[src/rtl/memtrap_pkg.sv]
package memtrap_pkg;
    typedef enum logic [1:0] {
        LK_IDLE    = 2'd0,
        LK_RD_WAIT = 2'd1,
        LK_WR_WAIT = 2'd2
    } lk_state_t;
endpackage

[src/rtl/mtrap_seq.sv]
module mtrap_seq
    import memtrap_pkg::*;
(
    input  logic clk,
    input  logic rst_n,
    input  logic rd_start,
    input  logic wr_start,
    input  logic chk_vld,
    output logic rd_wait,
    output logic rd_resolve,
    output logic wr_resolve
);
    lk_state_t state_q, state_d;
    logic      any_start;

    assign any_start = rd_start | wr_start;

    // state register
    always_ff @(posedge clk) begin
        if (!rst_n) state_q <= LK_IDLE;
        else        state_q <= state_d;
    end

    // next-state: starts win over resolve
    always_comb begin
        state_d = state_q;
        if (rd_start)      state_d = LK_RD_WAIT;
        else if (wr_start) state_d = LK_WR_WAIT;
        else begin
            unique case (state_q)
                LK_IDLE:    state_d = LK_IDLE;
                LK_RD_WAIT: if (chk_vld) state_d = LK_IDLE;
                LK_WR_WAIT: if (chk_vld) state_d = LK_IDLE;
                default:    state_d = LK_IDLE;
            endcase
        end
    end

    // outputs
    always_comb begin
        rd_wait    = 1'b0;
        rd_resolve = 1'b0;
        wr_resolve = 1'b0;
        unique case (state_q)
            LK_IDLE: ;
            LK_RD_WAIT: begin
                rd_wait    = 1'b1;
                rd_resolve = chk_vld & ~any_start;
            end
            LK_WR_WAIT: wr_resolve = chk_vld & ~any_start;
            default: ;
        endcase
    end
endmodule

[src/rtl/mtrap_flags.sv]
module mtrap_flags #(
    parameter int FAULT_W = 2
) (
    input  logic               clk,
    input  logic               rst_n,
    input  logic               any_start,
    input  logic               rd_resolve,
    input  logic               wr_resolve,
    input  logic [FAULT_W-1:0] chk_fault,
    input  logic               sw_rd_we,
    input  logic               sw_rd_val,
    input  logic               sw_wr_we,
    input  logic               sw_wr_val,
    output logic               rd_trap,
    output logic               wr_trap
);
    logic faulted;
    logic rd_d, wr_d;

    assign faulted = |chk_fault;

    always_comb begin
        rd_d = rd_trap;
        if (sw_rd_we)        rd_d = sw_rd_val;
        else if (any_start)  rd_d = 1'b0;
        else if (rd_resolve) rd_d = faulted;
    end

    always_comb begin
        wr_d = wr_trap;
        if (sw_wr_we)        wr_d = sw_wr_val;
        else if (any_start)  wr_d = 1'b0;
        else if (wr_resolve && faulted) wr_d = 1'b1;
    end

    always_ff @(posedge clk) begin
        if (!rst_n) begin
            rd_trap <= 1'b0;
            wr_trap <= 1'b0;
        end else begin
            rd_trap <= rd_d;
            wr_trap <= wr_d;
        end
    end
endmodule

[src/rtl/mtrap_req.sv]
module mtrap_req (
    input  logic clk,
    input  logic rst_n,
    input  logic md_src,
    input  logic md_valid,
    input  logic rd_wait,
    input  logic rd_trap,
    output logic freeze,
    output logic rd_treq
);
    logic accepted;

    assign freeze   = md_src & (~md_valid | rd_wait);
    assign accepted = md_src & ~freeze;

    always_ff @(posedge clk) begin
        if (!rst_n) rd_treq <= 1'b0;
        else        rd_treq <= accepted & rd_trap;
    end
endmodule

[src/rtl/memtrap_state.sv]
module memtrap_state #(
    parameter int FAULT_W = 2
) (
    input  logic               clk,
    input  logic               rst_n,
    input  logic               rd_start,
    input  logic               wr_start,
    input  logic               chk_vld,
    input  logic [FAULT_W-1:0] chk_fault,
    input  logic               md_src,
    input  logic               md_valid,
    input  logic               sw_rd_we,
    input  logic               sw_rd_val,
    input  logic               sw_wr_we,
    input  logic               sw_wr_val,
    output logic               rd_trap,
    output logic               wr_trap,
    output logic               rd_treq,
    output logic               freeze
);
    logic rd_wait, rd_resolve, wr_resolve;

    mtrap_seq u_seq (
        .clk        (clk),
        .rst_n      (rst_n),
        .rd_start   (rd_start),
        .wr_start   (wr_start),
        .chk_vld    (chk_vld),
        .rd_wait    (rd_wait),
        .rd_resolve (rd_resolve),
        .wr_resolve (wr_resolve)
    );

    mtrap_flags #(.FAULT_W(FAULT_W)) u_flags (
        .clk        (clk),
        .rst_n      (rst_n),
        .any_start  (rd_start | wr_start),
        .rd_resolve (rd_resolve),
        .wr_resolve (wr_resolve),
        .chk_fault  (chk_fault),
        .sw_rd_we   (sw_rd_we),
        .sw_rd_val  (sw_rd_val),
        .sw_wr_we   (sw_wr_we),
        .sw_wr_val  (sw_wr_val),
        .rd_trap    (rd_trap),
        .wr_trap    (wr_trap)
    );

    mtrap_req u_req (
        .clk      (clk),
        .rst_n    (rst_n),
        .md_src   (md_src),
        .md_valid (md_valid),
        .rd_wait  (rd_wait),
        .rd_trap  (rd_trap),
        .freeze   (freeze),
        .rd_treq  (rd_treq)
    );
endmodule

[config.mk]
export PLATFORM = sky130hd
export DESIGN_NAME = memtrap_state
export DESIGN_NICKNAME = d
export VERILOG_FILES = /design/src/rtl/memtrap_pkg.sv /design/src/rtl/mtrap_seq.sv /design/src/rtl/mtrap_flags.sv /design/src/rtl/mtrap_req.sv /design/src/rtl/memtrap_state.sv
export SDC_FILE = /design/constraint.sdc
export NUM_CORES = 1
export LEC_CHECK = 0
export ABC_AREA = 1
export BUFFER_PORTS_ARGS = -buffer_cell sky130_fd_sc_hd__buf_2
export CORE_AREA = 2 2 39 41
export DETAILED_ROUTE_END_ITERATION = 8
export DIE_AREA = 0 0 41 43
export PLACE_DENSITY = 0.53
export SYNTH_ARGS = -nofsm -noshare
export SYNTH_HDL_FRONTEND = slang
export SYNTH_SLANG_ARGS = --single-unit
[constraint.sdc]
create_clock -name clk -period 1.4 [get_ports clk]
set_input_delay 0.07 -clock clk [delete_from_list [all_inputs] [get_ports clk]]
set_output_delay 0.07 -clock clk [all_outputs]
set_load 0.03 [all_outputs]
* Word level (Yosys, flattened, before mapping)
Index checks and enable logic that the tools add are counted. Widths: inputs -> output; s select.
Operators by class: eq/ne operators 4, muxes and demuxes 13, bitwise logic cells 10, reductions and logical operators 6
Operators by type and width (count):
- $mux 1 | 10
- $mux 2 | 3
- $reduce_bool 3->1 | 2
- $reduce_or 2->1 | 3
- $and 1x1->1 | 4
- $ne 4x1->1 const B | 1
- $not 1->1 | 4
- $ne 3x1->1 const B | 1
- $eq 2x1->1 const B | 1
- $eq 2x2->1 const B | 1
- $or 1x1->1 | 2
- $logic_and 1x1->1 | 1
Word-level totals: bits in registers 5, input bits 13, output and inout port bits 4, word-level logic and storage cells 38

* Logic depth before layout (Yosys ltp)
Gate-level depths: netlist of run 1.
depth after elaboration 8, mapped depth 7, mapped depth without buffers 7

* By module
Synthesis of run 1 repeated with hierarchy kept, for this count alone.
Unflattened totals: cell total of the unflattened synthesis 48, area, all modules 305.3 µm²
Modules (own cells, without submodules):
- mtrap_seq | times used 1, cells an instance 21, area each 137.6 µm², seq. area each 40.0 µm²
- mtrap_flags | times used 1, cells an instance 18, area each 112.6 µm², seq. area each 40.0 µm²
- mtrap_req | times used 1, cells an instance 6, area each 43.8 µm², seq. area each 20.0 µm²
- memtrap_state | times used 1, cells an instance 3, area each 11.3 µm², seq. area each 0.0 µm²

* Least setup slack after synthesis of run 1
OpenSTA, ideal clock, no wires.
path type register to output, from register u_seq.state_q[1], to output port freeze, arrival 1048 ps, required time 1330 ps, setup slack 282 ps, stages on the path, launching flop included 5, path buffers 0, cells stage by stage dfxtp_1 > inv_1 > ha_1 > inv_1 > a21oi_1
On the way: cells in the longest elaborated chain, start to end 4
RTL lines:
- start: declaration | RTL line mtrap_seq.sv:13 | lk_state_t state_q, state_d;
- start signal: assignment | RTL line mtrap_seq.sv:21 | else state_q <= state_d;
- $eq 2x1->1 | RTL line mtrap_seq.sv:44 | unique case (state_q)
- $mux 1 | RTL line mtrap_seq.sv:44
- $or 1x1->1 | RTL line mtrap_req.sv:13 | assign freeze = md_src & (~md_valid | rd_wait);
- $and 1x1->1 | RTL line mtrap_req.sv:13
- end: declaration | RTL line memtrap_state.sv:19 | output logic freeze
Every way passes these cells.

* Worst setup path after layout of run 1
Ends and elaborated chain as after synthesis.

==> results of run 1 <==
## metal layers
metal	GRT usage	vias up
li1	-	168
met1	0.125	135
met2	0.106	6
met3	0.0157	0
met4	0.120	0
met5	0	-
## per-stage QoR
stage | hold slack [ns] | total power, mW | area (um2)
floorplan | 0.193 | 0.195 | 287
global placement | 0.319 | 0.226 | 387
detailed placement | 0.328 | 0.227 | 387
CTS | 0.0672 | 0.404 | 413
global route | 0.0833 | 0.426 | 413
finish | 0.0722 | 0.395 | 413
## where the power goes
| part | leakage (nW) | internal, mW | switching (mW) |
|---|---|---|---|
| Sequential | 0.0412 | 0.150 | 0.00406 |
| Clock | 0.0150 | 0.108 | 0.0628 |
| Combinational | 0.166 | 0.0293 | 0.0410 |
## sequential cells by signal, summed over array words and instances, names as in the netlist
register	flops
u_req.rd_treq	1
u_flags.rd_trap	1
u_seq.state_q	2
u_flags.wr_trap	1
## critical path: cells and delay by family (launching register included)
family | cells | cell delay, ns
flops | 1 | 0.33
buf+inv | 3 | 0.33
fa+ha+maj | 1 | 0.17
compound gates | 1 | 0.11
## area by class of cell
class                      count  area [um2]
multi-input combinational     25         145
tap                           16        20.0
clock buffer                   4        26.3
fill                         154         971
sequential                     5         100
inverter                      11        41.3
timing repair buffer          16        80.1
## worst max path at each step
stage,from,end,slack (ns),cells after the start
after CTS,u_seq.state_q[0],freeze,0.14,4
after global routing,u_seq.state_q[0],freeze,0.04,4
after detailed placement,u_seq.state_q[0],u_seq.state_q[1],0.27,5
after global placement,u_seq.state_q[0],u_seq.state_q[1],0.30,5
after floorplan,u_seq.state_q[1],freeze,0.28,4
final,u_seq.state_q[1],freeze,0.15,5
## cells in the final DEF, fill, tap and decap left out
master,netlist,layout
inv_1,11,11
nand2_1,6,6
nor2_4,1,1
a21oi_2,1,1
buf_2,0,16
a21boi_1,1,1
ha_1,2,2
o21a_1,1,1
a21oi_1,4,4
nor3_1,2,2
clkbuf_1,0,1
nand3_1,3,3
clkbuf_4,0,3
o21ai_0,2,2
nor2_1,2,2
dfxtp_1,5,5
## logic make-up after synthesis
kind of cell | after synthesis
AND/OR/NAND/NOR | 14
buffers and inverters | 11
adder cells (fa/ha/maj) | 2
flip-flops | 5
AO/OA/AOI/OAI | 9
==> impl_metrics.py, run 1 <==
metrics = {
    "logic_synthesis": {
        "ys_warn_count": 0,
        "syn_area_um2": 287,
        "syn_nets": 56,
        "synth_compound_area_frac": 0.188,
        "muxShareOfSynthArea": 0,
        "ys_seq_elements": 5,
        "synth.area.top_cells": "dfxtp_1 35%, inv_1 14%, ha_1 8.7%",
        "synth_fa_ha_area_frac": 0.0873,
        "synthArstFlopShare": 0,
        "seq_area_frac_synth": 0.349,
        "synth_cells": 41,
        "synthXorXnorAreaFrac": 0,
        "yosys.cell_count.top_type": "inv_1",
        "synthFlopType": "dfxtp_1",
        "synth_common_cells": "11 x inv_1, 6 x nand2_1, 5 x dfxtp_1, 4 x a21oi_1, 3 x nand3_1",
        "yosys.area.top_type": "dfxtp_1",
        "synth_top_area_frac": 0.349,
        "synth_edf_count": 0,
        "synth_area_per_cell_um2": 6.99,
        "synth_top_family_by_area": "simple AND/OR/NAND/NOR gates",
        "post_synth_and_or_nand_nor_area_fraction": 0.231,
        "yosysUniqueCellTypes": 13,
    },
    "detailed_routing": {
        "vias": 309,
        "routedWlPerCell_um": 8.38,
        "drc_errors": 0,
        "top_layer": "met3",
        "drt-pass1-iter-count": 4,
        "wl_met3_um": 22,
        "wl_met1_um": 308,
        "routed_wl_um": 645,
        "via_per_inst": 4.01,
        "wl_met2_um": 313,
        "final_antenna_net_count": 0,
        "drtIter0Drc": 1,
    },
    "worst_setup_path": {
        "reg2reg_slack_ns": 0.26,
        "cp-end-kind": "primary output",
        "cp_max_fo": 3,
        "arrival_ns": 1.18,
        "crit_path_top_delay_cell": "dfxtp_1",
        "worstPathRequired_ns": 1.33,
        "cp-start-kind": "flip-flop",
        "r2r_end": "u_seq.state_q[1]",
        "critical_path_class": "reg -> out",
        "r2r.worst_path.cells": 5,
        "reg2reg_from": "u_seq.state_q[0]",
        "path_cells": "inv_1 -> ha_1 -> inv_1 -> a21oi_1 -> buf_2",
        "max_stage_delay_ns": 0.33,
        "crit_path_frequent_cell": "inv_1",
    },
    "global_routing": {
        "grt_pass1_wl_um": 1060,
        "grt_overflow_total": 0,
        "grt_max_degree": 6,
        "antenna_found_initial": 0,
        "grtUsageTotal": 0.0944,
        "first_global_vias": 261,
    },
    "cts": {
        "cts-root-buf": "clkbuf_4",
        "clk_latency_ns": 0.24,
        "numCtsBuffers": 3,
        "path_clk_slew_ns": 0.05,
        "cts_hold_buf": 0,
        "cts_buffer_depth": 2,
        "post_cts_buffers": 0,
        "cts_resized": 0,
        "h-tree-depth": 1,
        "clock_sinks": 5,
        "cts_tree": "built",
    },
    "floorplanning": {
        "die_y_um": 43,
        "start_util": 0.207,
        "dieArea_um2": 1760,
        "rows": 14,
        "num_io_pins": 17,
        "fp.coreArea_um2": 1380,
        "die_w_um": 41,
    },
    "power": {
        "vdd_ir_drop_max_v": 0.000220,
        "power_leakage_nw": 0.222,
        "powerDensity_nw_per_um2": 956,
    },
    "placed_design": {
        "routabilityCongestion": 0.638,
        "post-place-ws_ns": 0.267,
        "dp_hpwl_um": 510,
        "port_buffers": 16,
        "dp_cells": 73,
    },
    "sta": {
        "setup_viol": 0,
        "fmax_mhz": 802,
        "final_max_slew_viol_count": 0,
        "finalClockSkew_ns": 0.00196,
        "relSlewSlack": 0.860,
        "timing.final.crit_share": 0.890,
        "rsz0062_at_grt": "false",
        "min_period_ns": 1.25,
        "timing.final.ws_setup_ns": 0.154,
        "tightest_slew_ns": 0.208,
        "finalSetupTns_ns": 0,
        "hold_violations": 0,
    },
    "cells_and_area": {
        "syn2layout_area_growth_pct": 44.1,
        "final_util": 0.298,
        "final_nets": 77,
        "drive_gt1_frac": 0.344,
        "layoutNonFillerInstCount": 77,
        "antennaDiodeCount": 0,
    },
    "run_status": {
        "status": "completed",
    },
    "worst_hold_path": {
        "whs_endpoint": "u_req.rd_treq",
        "hold_depth": 3,
        "hold_class": "in -> reg",
        "hold_start": "md_src",
    },
    "run": {
        "max_cap_violations": 0,
    },
}
No activity file was read; power rests on OpenSTA's default activity.
==> run 2: changes to the inputs <==
--- a/config.mk
+++ b/config.mk
@@ -5,12 +5,11 @@
 export SDC_FILE = /design/constraint.sdc
 export NUM_CORES = 1
 export LEC_CHECK = 0
-export ABC_AREA = 1
 export BUFFER_PORTS_ARGS = -buffer_cell sky130_fd_sc_hd__buf_2
 export CORE_AREA = 2 2 39 41
 export DETAILED_ROUTE_END_ITERATION = 8
 export DIE_AREA = 0 0 41 43
-export PLACE_DENSITY = 0.53
+export PLACE_DENSITY = 0.51
 export SYNTH_ARGS = -nofsm -noshare
 export SYNTH_HDL_FRONTEND = slang
 export SYNTH_SLANG_ARGS = --single-unit
==> run 2 against run 1 <==
Compared with the run above:
- sequential cell count stayed put
- die area did not move
- final cell count down 17%
- first-iteration DRC count grew to 7.0 times the previous value
- via count fell by 12%
- non-clock buffer count unchanged
- critical path depth unchanged
- critical path type unchanged
- critical endpoint unchanged
- largest cell class unchanged
==> impl_metrics.py, run 2 <==
metrics = {
    "sta": {
        "timing.final.crit_share": 0.960,
        "min_period_ns": 1.34,
        "finalClockSkew_ns": 0.00485,
        "setup_viol": 0,
        "fmax_mhz": 744,
        "relSlewSlack": 0.817,
        "timing.final.ws_setup_ns": 0.0565,
        "final_max_slew_viol_count": 0,
        "rsz0062_at_grt": "false",
        "hold_violations": 0,
        "tightest_slew_ns": 0.272,
        "finalSetupTns_ns": 0,
    },
    "power": {
        "finalPower_mw": 0.392,
        "power_leakage_nw": 0.189,
        "vdd_ir_drop_max_v": 0.000310,
        "powerDensity_nw_per_um2": 997,
    },
    "worst_setup_path": {
        "critical_path_class": "reg -> out",
        "worstPathRequired_ns": 1.33,
        "reg2reg_from": "u_seq.state_q[0]",
        "path_cells": "inv_1 -> ha_1 -> nand2b_4 -> and2_1 -> clkbuf_4",
        "crit_path_start": "u_seq.state_q[1]",
        "arrival_ns": 1.27,
        "max_stage_delay_ns": 0.33,
        "crit_family": "flip-flops",
        "cp_max_fo": 3,
        "path_buf_inv": 2,
        "cp-start-kind": "flip-flop",
        "crit_path_top_delay_cell": "dfxtp_2",
        "cp-end-kind": "primary output",
    },
    "logic_synthesis": {
        "ys_warn_count": 0,
        "seq_area_frac_synth": 0.392,
        "yosys.cell_count.top_type": "dfxtp_1",
        "syn_area_um2": 255,
        "synth_area_per_cell_um2": 9.12,
        "synth.area.top_cells": "dfxtp_1 39%, ha_1 9.8%, nor4b_2 5.9%",
        "synthFlopType": "dfxtp_1",
        "synth_top_area_frac": 0.392,
        "synthArstFlopShare": 0,
        "synth_edf_count": 0,
        "yosysUniqueCellTypes": 19,
        "ys_seq_elements": 5,
        "syn_nets": 43,
        "yosys.area.top_type": "dfxtp_1",
        "synth_common_cells": "5 x dfxtp_1, 3 x nor2_1, 2 x a21oi_1, 2 x ha_1, 2 x inv_1",
        "synth_cells": 28,
    },
    "detailed_routing": {
        "drt-pass1-iter-count": 4,
        "routed_wl_um": 637,
        "routedWlPerCell_um": 9.95,
        "drtIter0Drc": 7,
        "final_antenna_net_count": 0,
        "vias": 273,
        "via_per_inst": 4.27,
        "drc_errors": 0,
    },
    "cts": {
        "clk_latency_ns": 0.25,
        "numCtsBuffers": 3,
        "clock_sinks": 5,
        "cts_resized": 0,
        "cts-root-buf": "clkbuf_4",
        "cts_hold_buf": 0,
        "path_clk_slew_ns": 0.04,
        "post_cts_buffers": 0,
        "h-tree-depth": 1,
        "cts_tree": "built",
        "cts_buffer_depth": 2,
    },
    "cells_and_area": {
        "antennaDiodeCount": 0,
        "nFillCells": 157,
        "final_cell_mix": "15 x buf_2, 4 x clkbuf_4, 4 x dfxtp_1",
        "drive_gt1_frac": 0.458,
        "top_register": "u_seq.state_q",
        "final_util": 0.284,
        "syn2layout_area_growth_pct": 53.9,
        "largest_reg_flops": 2,
        "mostFrequentLayoutCell": "buf_2",
        "final_nets": 64,
    },
    "floorplanning": {
        "dieArea_um2": 1760,
        "die_y_um": 43,
        "fp.coreArea_um2": 1380,
        "rows": 14,
        "start_util": 0.184,
        "num_io_pins": 17,
        "die_w_um": 41,
    },
    "global_routing": {
        "first_global_vias": 247,
        "grt_overflow_total": 0,
        "grt_pass1_wl_um": 1010,
        "grtUsageTotal": 0.0893,
        "antenna_found_initial": 0,
        "grt_max_degree": 7,
    },
    "worst_hold_path": {
        "hold_start": "rd_start",
        "hold_class": "in -> reg",
    },
    "run": {
        "max_cap_violations": 0,
    },
    "run_status": {
        "status": "completed",
    },
    "placed_design": {
        "dp_hpwl_um": 490,
        "routabilityCongestion": 0.671,
        "post-place-ws_ns": 0.268,
        "port_buffers": 16,
    },
}
[run 2: cell types whose count changed after synthesis, moves of 2 or more]
| cell | previous run | this run |
|---|---|---|
| inv_1 | 11 | 2 |
| nand2_1 | 6 | 1 |
| a21oi_1 | 4 | 2 |
| nand3_1 | 3 | 1 |
| o21ai_0 | 2 | 0 |
[run 2: final cells by class]
cell class              count  area [um2]  area share
inverters                   2        7.51      0.0191
well taps                  16        20.0      0.0510
repair buffers             16        82.6       0.210
flip-flops and latches      5         101       0.258
multi-input cells          21         155       0.395
clock buffers               4        26.3      0.0669
[run 2: cell families (layout without fill, tap and decap cells)]
family                     count (synthesis)  in the layout  synth area share
DFF                                        5              5             0.392
and+or+nand+nor                           11             11             0.260
AOI/OAI and AO/OA                          8              8             0.221
adders and majority gates                  2              2            0.0980
buffers and inverters                      2             22            0.0294
[run 2: path summary, 6_finish.rpt]
kind | slack, ns | cells after the start | end
max | 0.06 | 5 | freeze
max reg2reg | 0.30 | 4 | u_seq.state_q[0]
min | 0.04 | 2 | u_seq.state_q[1]
min reg2reg | 0.46 | 2 | u_req.rd_treq
[run 2: per-stage QoR]
stage                     area, um2  hold WS, ns  instances
after global routing            393       0.0562         64
after CTS                       382       0.0470         64
after detailed placement        355        0.306         60
after floorplan                 255        0.146         28
final                           393       0.0428         64
after global placement          355        0.303         60
[run 2: worst reg2reg max path, delay by kind of cell, from the launching register on]
kind / cells / cell delay (ns)
AOI/OAI and AO/OA: 1 / 0.14
adders and majority gates: 1 / 0.30
buffers and inverters: 1 / 0.06
DFF: 1 / 0.33
and+or+nand+nor: 1 / 0.21
[run 2: routing by layer]
metal	share of wire	GRT usage	vias to the layer above
li1	-	-	141
met1	0.51	0.122	119
met2	0.41	0.100	13
met3	0.072	0.0366	0
met4	0	0.0800	0
met5	0	0	-
[run 2: power breakdown]
group | total, mW | internal [mW] | switching [mW]
clock network | 0.172 | 0.108 | 0.0636
registers | 0.152 | 0.149 | 0.00335
logic | 0.0677 | 0.0318 | 0.0359
